## src/rtl/membar_pkg.sv

```systemverilog
package membar_pkg;
  localparam int NSLOT = 6;
  localparam int DW    = 32;
  localparam int LGW   = 6;

  typedef logic [NSLOT-1:0]     slot_vec_t;
  typedef logic [NSLOT*LGW-1:0] lg_vec_t;
  typedef logic [DW-1:0]        dword_t;

  // Slots that act as the upper dword of a 64-bit BAR, resolved bottom-up.
  function automatic slot_vec_t upper_vec(slot_vec_t impl, slot_vec_t wide);
    slot_vec_t u;
    u = '0;
    for (int i = 0; i < NSLOT-1; i++)
      if (!u[i] && impl[i] && wide[i]) u[i+1] = 1'b1;
    return u;
  endfunction

  function automatic slot_vec_t base_vec(slot_vec_t impl, slot_vec_t wide);
    return impl & ~upper_vec(impl, wide);
  endfunction

  function automatic slot_vec_t lower64_vec(slot_vec_t impl, slot_vec_t wide);
    slot_vec_t b;
    b = base_vec(impl, wide);
    return {1'b0, b[NSLOT-2:0] & wide[NSLOT-2:0]};
  endfunction

  function automatic int lg_of(lg_vec_t lg, int i);
    return int'(lg[i*LGW +: LGW]);
  endfunction

  function automatic logic [63:0] amask64(lg_vec_t lg, int i);
    return ~((64'd1 << lg_of(lg, i)) - 64'd1);
  endfunction

  function automatic dword_t wmask_of(slot_vec_t impl, slot_vec_t wide,
                                      lg_vec_t lg, int i);
    slot_vec_t u, b;
    logic [63:0] m;
    u = upper_vec(impl, wide);
    b = base_vec(impl, wide);
    if (u[i]) begin
      m = amask64(lg, i-1);
      return m[63:32];
    end
    if (b[i]) begin
      m = amask64(lg, i);
      return m[31:0];
    end
    return '0;
  endfunction

  function automatic dword_t fixed_of(slot_vec_t impl, slot_vec_t wide,
                                      slot_vec_t pref, int i);
    slot_vec_t b, l;
    b = base_vec(impl, wide);
    l = lower64_vec(impl, wide);
    if (!b[i]) return '0;
    return {28'd0, pref[i], l[i], 1'b0, 1'b0};
  endfunction
endpackage

```

## src/rtl/bar_slot_reg.sv

```systemverilog
module bar_slot_reg
  import membar_pkg::*;
#(
  parameter dword_t WMASK = '0
) (
  input  logic   clk,
  input  logic   rst_n,
  input  logic   wr_en,
  input  logic [3:0] be,
  input  dword_t wdata,
  output dword_t q
);
  dword_t lane_mask, upd, q_nxt;

  always_comb begin
    for (int b = 0; b < 4; b++) lane_mask[b*8 +: 8] = {8{be[b]}};
    upd   = lane_mask & WMASK;
    q_nxt = (q & ~upd) | (wdata & upd);
  end

  always_ff @(posedge clk or negedge rst_n) begin
    if (!rst_n)     q <= '0;
    else if (wr_en) q <= q_nxt;
  end
endmodule

```

## src/rtl/bar_hit_unit.sv

```systemverilog
module bar_hit_unit
  import membar_pkg::*;
#(
  parameter int LG   = 12,
  parameter bit WIDE = 1'b0
) (
  input  logic        mem_en,
  input  dword_t      lo,
  input  dword_t      hi,
  input  logic [63:0] addr,
  output logic        hit
);
  localparam logic [63:0] AMASK = ~((64'd1 << LG) - 64'd1);
  logic [63:0] base;

  always_comb begin
    base = {(WIDE ? hi : 32'd0), lo};
    hit  = mem_en && (base != 64'd0) && ((addr & AMASK) == base);
  end
endmodule

```

## src/rtl/membar_bank.sv

```systemverilog
module membar_bank
  import membar_pkg::*;
#(
  parameter slot_vec_t IMPL     = 6'b010011,
  parameter slot_vec_t WIDE     = 6'b000010,
  parameter slot_vec_t PREF     = 6'b000010,
  parameter lg_vec_t   APERTURE = {6'd4, 6'd4, 6'd4, 6'd4, 6'd20, 6'd12}
) (
  input  logic        clk,
  input  logic        rst_n,
  input  logic        cfg_wr,
  input  logic [2:0]  cfg_idx,
  input  logic [3:0]  cfg_be,
  input  logic [31:0] cfg_wdata,
  output logic [31:0] cfg_rdata,
  input  logic        mem_en,
  input  logic [63:0] dec_addr,
  output logic [5:0]  dec_hit
);
  localparam slot_vec_t BASE = base_vec(IMPL, WIDE);
  localparam slot_vec_t LO64 = lower64_vec(IMPL, WIDE);

  dword_t    q [NSLOT];
  dword_t    fixed [NSLOT];
  slot_vec_t wr_sel;

  for (genvar i = 0; i < NSLOT; i++) begin : g_slot
    localparam dword_t WM = wmask_of(IMPL, WIDE, APERTURE, i);
    assign fixed[i]  = fixed_of(IMPL, WIDE, PREF, i);
    assign wr_sel[i] = cfg_wr && (cfg_idx == 3'(i));

    bar_slot_reg #(.WMASK(WM)) u_reg (
      .clk  (clk),
      .rst_n(rst_n),
      .wr_en(wr_sel[i]),
      .be   (cfg_be),
      .wdata(cfg_wdata),
      .q    (q[i])
    );

    if (BASE[i]) begin : g_dec
      localparam int HI = (i < NSLOT-1) ? i+1 : i;
      bar_hit_unit #(.LG(lg_of(APERTURE, i)), .WIDE(LO64[i])) u_hit (
        .mem_en(mem_en),
        .lo    (q[i]),
        .hi    (q[HI]),
        .addr  (dec_addr),
        .hit   (dec_hit[i])
      );
    end else begin : g_nodec
      assign dec_hit[i] = 1'b0;
    end
  end

  always_comb begin
    cfg_rdata = '0;
    for (int i = 0; i < NSLOT; i++)
      if (cfg_idx == 3'(i)) cfg_rdata = q[i] | fixed[i];
  end
endmodule

```

## config.mk

```make
export PLATFORM = sky130hd
export DESIGN_NAME = membar_bank
export DESIGN_NICKNAME = d
export VERILOG_FILES = /design/src/rtl/membar_pkg.sv /design/src/rtl/bar_slot_reg.sv /design/src/rtl/bar_hit_unit.sv /design/src/rtl/membar_bank.sv
export SDC_FILE = /design/constraint.sdc
export NUM_CORES = 1
export LEC_CHECK = 0
export BUFFER_PORTS_ARGS = -buffer_cell sky130_fd_sc_hd__buf_4
export CAP_MARGIN = 15
export CORE_MARGIN = 8
export CORE_UTILIZATION = 50
export CTS_CLUSTER_DIAMETER = 30
export DETAILED_ROUTE_END_ITERATION = 12
export GPL_TIMING_DRIVEN = 0
export PLACE_DENSITY = 0.86
export SETUP_SLACK_MARGIN = 0.15
export SYNTH_ARGS = -nofsm -noshare
export SYNTH_HDL_FRONTEND = slang
export SYNTH_SLANG_ARGS = --single-unit
```

## constraint.sdc

```tcl
create_clock -name clk -period 2.9 [get_ports clk]
set_clock_uncertainty 0.2 [all_clocks]
set_input_delay 0.58 -clock clk [delete_from_list [all_inputs] [get_ports clk]]
set_output_delay 0.58 -clock clk [all_outputs]
set_load 0.1 [all_outputs]
```

Yosys cells after proc, flatten, opt, wreduce, memory -nomap -nowiden
Index checks and enable logic that the tools add are counted.
{"block": "word_totals", "regBits": 128, "word_cells": 48}
{"block": "classes", "eq_ne": 8, "mux": 6, "n_bitwise": 16, "n_reduce_logical": 14}
{"operator": "32-bit bitwise AND", "count": 8}
{"operator": "32-bit two-way mux", "count": 6}
{"operator": "64-bit by 32-bit == test with 1-bit output", "count": 2}
{"operator": "32-bit inverter", "count": 4}
{"operator": "32-bit OR", "count": 4}
{"operator": "64-bit == test", "count": 1}
{"operator": "32-bit nonzero test", "count": 2}
{"operator": "64-bit nonzero test", "count": 1}
{"operator": "1-bit logical AND", "count": 10}
{"operator": "3-bit by 2-bit == test with 1-bit output (second input constant)", "count": 2}
{"operator": "3-bit == test (second input constant)", "count": 2}
{"operator": "3-bit by 1-bit == test with 1-bit output (second input constant)", "count": 1}
{"operator": "3-bit logical NOT", "count": 1}

Logic depth before layout (Yosys ltp)
Gate-level depths: netlist of run 1.
{"block": "logic_depth", "depth_word": 7, "mapped_depth": 7, "ltp_nobuf": 5}

By module
Synthesis of run 1 repeated with hierarchy kept, for this count alone.
{"block": "hier_totals", "hier_cells": 729, "hier_area_um2": 7509.7}
{"module": "membar_bank", "instances": 1, "cells_each": 237, "area_per_inst_um2": 1826.8, "seq_area_each_um2": 0.0}
{"module": "bar_slot_reg (g_slot[2].u_reg)", "instances": 1, "cells_each": 68, "area_per_inst_um2": 1186.1, "seq_area_each_um2": 800.8}
{"module": "bar_slot_reg (g_slot[4].u_reg)", "instances": 1, "cells_each": 65, "area_per_inst_um2": 1072.3, "seq_area_each_um2": 700.7}
{"module": "bar_slot_reg (g_slot[0].u_reg)", "instances": 1, "cells_each": 56, "area_per_inst_um2": 835.8, "seq_area_each_um2": 500.5}
{"module": "bar_hit_unit (g_slot[1].g_dec.u_hit)", "instances": 1, "cells_each": 81, "area_per_inst_um2": 638.1, "seq_area_each_um2": 0.0}
{"module": "bar_slot_reg (g_slot[1].u_reg)", "instances": 1, "cells_each": 47, "area_per_inst_um2": 599.3, "seq_area_each_um2": 300.3}
{"module": "bar_slot_reg (g_slot[3].u_reg ...)", "instances": 2, "cells_each": 33, "area_per_inst_um2": 244.0, "seq_area_each_um2": 0.0}
{"module": "bar_hit_unit (g_slot[4].g_dec.u_hit)", "instances": 1, "cells_each": 60, "area_per_inst_um2": 473.0, "seq_area_each_um2": 0.0}
{"module": "bar_hit_unit (g_slot[0].g_dec.u_hit)", "instances": 1, "cells_each": 49, "area_per_inst_um2": 390.4, "seq_area_each_um2": 0.0}

Worst setup path after synthesis of run 1
Ideal clock, no wire load.
{"block": "synth_timing", "path_kind": "input -> output", "start": "input port cfg_idx[1]", "end": "output port cfg_rdata[20]", "arrival_ns": 2.653, "required_ns": 2.120, "slack_ns": -0.533, "cell_stages": 5, "path_buffers": 2, "cell_sequence": "buf_4 -> and2b_1 -> clkbuf_1 -> a21oi_1 -> o21ai_1"}
{"block": "synth_between", "elab_chain_len": 7}
{"item": "start: declaration", "line_no": "membar_bank.sv:12", "text": "input logic [2:0] cfg_idx,"}
{"item": "3-bit logical NOT", "line_no": "membar_bank.sv:58", "text": "if (cfg_idx == 3'(i)) cfg_rdata = q[i] | fixed[i];"}
{"item": "32-bit two-way mux (5 in series)", "line_no": "membar_bank.sv:58"}
{"item": "32-bit two-way mux (*)", "line_no": "membar_bank.sv:58"}
{"item": "end: declaration", "line_no": "membar_bank.sv:15", "text": "output logic [31:0] cfg_rdata,"}
Mark *: on every way between the ends. The rest lies on a longest branch, timed or not.

==> results.md, run 1 <==
* Diodes inserted at 0
* Leak at 3.367 nW
* GRT Total Usage at 28.01%
* Clock Path Buffers at 2
* Final hold vios at 0
* Slowest stage delay, CP at between 0.4 and 0.5 ns
* Vias in the first global route at 5361
* Sink Count at 92
* CP delay by family, top: simple AND/OR/NAND/NOR gates
* TritonCTS clock tree: done
* Most Crowded Layer GR: met2
* Share of cells above drive strength 1 at 42.19%
* DP HPWL at 15890 µm
* Register area share after synthesis at 41.01%
* First-pass GRT wire length at 31480 µm
* Area grow syn2layout at 38.89%
* Commonest non-fill, non-tap cell in the layout: buf_4
* WP depth at 6
* EDFF count, synth at 0
* DRT Wirelength at a little over 20000 µm
* IO Pins at 145
* Placed Area at 0.007056 mm²
* Overflow after GRT at 0
* Global-route met3 utilization at 5.831%
* Pwr per Cell Area at 623.6 mW/mm²
* Largest net degree at the start of global routing at slightly above 90
* Slew Limit Headroom at 60.07%
* Fin nets at between 700 and 800
* Worst vdd ir at 0.3299 mV
* Crit path time final at 3.017 ns
* Drt via density at 6.073
* Worst Max-Slew Pin Slew at 0.5934 ns
* Avg WL per Cell at 24.81 µm
* Die Area at ~0.015 mm²
* HP Class: input port to flop
* Most Frequent Cell on Critical Path: nor4_2
* CP max-delay cell: dfrtp_2
* Commonest cells after routing, fill and taps aside: buf_4 (148), dfrtp_1 (80), mux2_1 (78), xnor2_1 (52), nor4_1 (25)
* Dominant synthesized flop cell: dfrtp_1
* Arr. time, crit path at 2.24 ns
* DIE HEIGHT at 122.0 µm
* DRC viols at 0
* Final WS setup at -0.1174 ns
* Crit end category: output port
* Netlist cell types at 43
* Post-route ant nets at 0
* FF+latch count, synth at 92
* RSZ-0062 raised after global routing: true
* Initial DRC Count at 322
* Final Slew Violations at 0
* Initial Util at around half
* Met1 Usage GRT at 36.62%
* Met2 Use GR at 45.23%
* TritonCTS buffer count at 9
* Failing checks: negative setup slack
* Worst-path clk slew at about 0.09 ns
* Post-synth ARST share at 100.0%
* I/O Buffers at roughly 140
* Hold path depth at 2
* Core ar. at 0.01089 mm²
* Clk_lat worst skew at 0.37 ns
* Fmax achieved at 0.3314 GHz
* Synth warnings at 0
* Final Cell Area at 0.007797 mm²
* Critical-path cell list: xor2_2 > nor4_2 > nand4_1 > nor4_2 > buf_4 > buf_12
* Initial DRT Pass Iterations at 5
* Finish-stage setup viols at 1
* Row count at 38
* Total power at a little under 0.005 W
* Clock H-tree levels at 3
* Status: complete, but fails checks
* Crit path launch type: flop
* Cells after Synth at 512
* Final core utilization at 71.62%
* Setup CP Type: flop to output port
* Mapped Area at ~0.0056 mm²
* Critical Path RT at 2.12 ns
* Clock root buffer: clkbuf_8
* Antenna violations before repair at 0
* Critical path buffers and inverters at 2
* Critical path peak fanout at 4
* Die Width at 122.0 µm
* Max-cap viol count at 0
* R2R depth at 2
* DR vias at between 5000 and 6000
* Gpl congestion at 0.9918
* Mean Syn Cell Area at 10.97 µm²
* Final period utilization at 104.0%
[path summary, 6_finish.rpt]
kind / start / to / slack, ns
max in group asynchronous: rst_n / asynchronous set/reset pin / 1.29
worst max register to register: flop / flop / 1.69
worst min-delay path: cfg_wdata[11] / flop / 0.23
min in group asynchronous: rst_n / asynchronous set/reset pin / 0.51
worst min register to register: flop / flop / 0.37
worst max-delay path: flop / dec_hit[1] / -0.12
[per-stage QoR]
stage,setup WS [ns],cells,hold slack [ns],setup TNS [ns]
after floorplan,-0.2919,514,0.08441,-0.5980
after global placement,-0.3110,789,0.3423,-2.709
after detailed placement,-0.3293,792,0.3458,-2.625
after CTS,-0.09879,823,0.2203,-0.09879
after global routing,-0.1325,825,0.2161,-0.1325
final,-0.1174,825,0.2257,-0.1174
[routing by layer]
layer  vias to the layer above  part of all wire (%)
li1                       2194                     -
met5                         -                     0
met1                      2516                    40
met4                         0                   2.5
met2                       258                    48
met3                        42                   9.1
[power breakdown]
part           internal [W]  leakage (nW)  switching [W]  total (W)
clock              0.000505         0.109       0.000459   0.000964
combinational      0.000814          2.14        0.00104    0.00186
sequential          0.00159          1.11       0.000454    0.00204
total               0.00291          3.37        0.00196    0.00486
[logic make-up (layout without fill, tap and decap cells)]
family	Yosys count	count (layout)	share of synthesized area (%)
AOI/OAI and AO/OA	51	51	5.416
and+or+nand+nor	141	141	14.75
muxes	110	110	22.15
xor gates and xnor gates	86	86	13.42
other	1	3	0.06680
buffers and inverters	31	202	3.187
DFF	92	92	41.01
[timing repair]
action / in CTS / in global routing
resized for setup: 62 / 18
setup buffers: 17 / 0
endpoints found under the setup margin: 33 / 23
hold endpoints to repair: 0 / 9
hold buffers: 0 / 1
pin swaps: 22 / 5
[synthesized netlist by cell type, drive strengths merged (5+ instances only)]
master,count,share of area (%)
buf,17,2.3
a22o,8,1.2
nand3,11,1.8
nor3,6,0.53
nand4,22,2.5
clkbuf,8,0.53
xnor2,66,10
nor2,30,2.0
mux2i,20,3.6
o21ai,15,1.3
a21oi,22,2.0
xor2,20,3.1
dfrtp,92,41
inv,6,0.40
nor4,37,4.1
nand2,19,1.4
and3,5,0.65
mux2,90,19
[final cells by class]
type | count | area [µm²]
multi-input cells | 391 | 3598
fillers | 793 | 3090
flip-flops and latches | 92 | 2317
repair buffers | 157 | 1303
well taps | 140 | 175.2
plain buffers | 24 | 166.4
clock buffers | 11 | 141.4
clock inverters | 4 | 73.82
inverters | 6 | 22.52
No activity file was read; power rests on OpenSTA's default activity.
==> run 2: changes to the inputs <==
Clock period 2.9 ns to 3.6 ns, I/O delays scaled along.
==> results.md, run 2 (synthesis results as in run 1) <==
* Clock Path Buffers at 2
* Pwr per Cell Area at 504.0 mW/mm²
* Crit path launch type: flop
* Clock H-tree levels at 3
* DP HPWL at approximately 16000 µm
* Share of cells above drive strength 1 at 32.03%
* Diodes inserted at 0
* CP max-delay cell: dfrtp_1
* Arr. time, crit path at 2.48 ns
* Avg WL per Cell at approximately 24 µm
* GRT Total Usage at 26.85%
* Final period utilization at 94.31%
* Largest net degree at the start of global routing at 93
* Register Area at 0.002302 mm²
* Critical path buffers and inverters at 2
* Commonest cells after routing, fill and taps aside: buf_4 (144), dfrtp_1 (92), mux2_1 (78), xnor2_1 (66), nor4_1 (36)
* Commonest non-fill, non-tap cell in the layout: buf_4
* Final Slew Violations at 0
* Sink Count at slightly above 90
* Worst-path clk slew at 0.08 ns
* TritonCTS clock tree: done
* Drt via density at 6.017
* Slowest stage delay, CP at roughly 0.44 ns
* DRC viols at 0
* Hold_buf cts at 0
* Initial DRT Pass Iterations at 5
* Clock root buffer: clkbuf_8
* Gpl congestion at ~0.99
* I/O Buffers at 135
* Antenna violations before repair at 0
* Max-cap viol count at 0
* Initial DRC Count at between 300 and 400
* Final TNS setup at 0 ns
* Number of placed instances, taps included at 789
* IO Pins at 145
* Worst Max-Slew Pin Slew at around 0.94 ns
* Overflow after GRT at 0
* Setup CP Type: flop to output port
* Fin cells at 805
* Clk_lat worst skew at approximately 0.38 ns
* Crit end category: output port
* Die Area at 0.01488 mm²
* HP Class: input port to asynchronous set/reset pin
* Row count at 38
* Core ar. at 0.01089 mm²
* Post-route ant nets at 0
* Final core utilization at 65.07%
* Slew Limit Headroom at between 30% and 40%
* Area grow syn2layout at 26.19%
* Finish-stage setup viols at 0
* Area occupied by multi-input gates at 0.003217 mm²
* Critical Path RT at 2.68 ns
* Fin nets at 768
* TritonCTS buffer count at 9
* First-pass GRT wire length at 29970 µm
* Leak at 3.105 nW
* DIE HEIGHT at 122.0 µm
* Final-layout fill cell count at 893
* Initial Util at 51.56%
* DRT Wirelength at roughly 20000 µm
* Status: finished clean
* Crit path time final at around 3.4 ns
* Critical path peak fanout at 4
* Fmax achieved at 0.2945 GHz
* DR vias at 4844
* Final hold vios at 0
* Worst vdd ir at 0.3369 mV
* Die Width at 122.0 µm
* Vias in the first global route at between 5000 and 6000
* Critical-path cell list: xnor2_1 > nand4_1 > nor4_1 > nand3_1 > nor4_1 > buf_4 > buf_4
* RSZ-0062 raised after global routing: false
* CP delay by family, top: simple AND/OR/NAND/NOR gates
run 2: cell count changes in the layout (fill, tap and decap cells not counted), sizes merged:
cell         delta
buf            -20
bufinv          -2
clkbuf          +3
dlygate4sd3     -1
run 2: worst paths after layout:
| path | from | to | slack (ns) | depth (start not counted) |
|---|---|---|---|---|
| worst min register to register | flop | flop | 0.37 | 1 |
| min in group clk | cfg_wdata[10] | flop | 0.36 | 2 |
| worst max-delay path | flop | dec_hit[1] | 0.20 | 7 |
| worst min-delay path | rst_n | asynchronous set/reset pin | 0.13 | 1 |
| max in group asynchronous | rst_n | asynchronous set/reset pin | 2.41 | 2 |
| worst max register to register | flop | flop | 2.48 | 1 |
run 2: timing repair:
item                                    in CTS  in global routing
endpoints found under the setup margin       0                 12
setup buffers                                0                  0
gates resized for setup                      0                  4
run 2: per-stage QoR:
step | setup slack [ns] | power (W) | area [µm²] | hold slack, ns
after floorplan | 0.1281 | 0.002430 | 5687 | 0.2244
after global placement | 0.1304 | 0.002891 | 6875 | 0.3414
after detailed placement | 0.1642 | 0.002922 | 6875 | 0.3429
after CTS | 0.1665 | 0.003560 | 7044 | 0.3509
after global routing | 0.1581 | 0.003723 | 7084 | 0.1841
final | 0.2047 | 0.003570 | 7084 | 0.1339
run 2: metal layers:
| metal | track usage, % | up-vias | part of all wire [%] |
|---|---|---|---|
| li1 | - | 2159 | - |
| met1 | 35.68 | 2417 | 43 |
| met2 | 41.41 | 229 | 46 |
| met3 | 6.756 | 39 | 8.5 |
| met4 | 9.869 | 0 | 2.6 |
| met5 | 0 | - | 0 |
run 2: area by class of cell:
| type | instances | share of cell area (%) |
|---|---|---|
| plain buffers | 25 | 2.225 |
| repair buffers | 136 | 14.69 |
| well taps | 140 | 2.473 |
| flip-flops and latches | 92 | 32.50 |
| inverters | 6 | 0.3179 |
| clock inverters | 2 | 0.1413 |
| clock buffers | 13 | 2.243 |
| multi-input cells | 391 | 45.41 |
run 2: power breakdown:
group	switching, W	total, W	internal [W]
Clock	0.000355	0.000638	0.000284
Sequential	0.000372	0.00164	0.00127
Combinational	0.000746	0.00129	0.000542
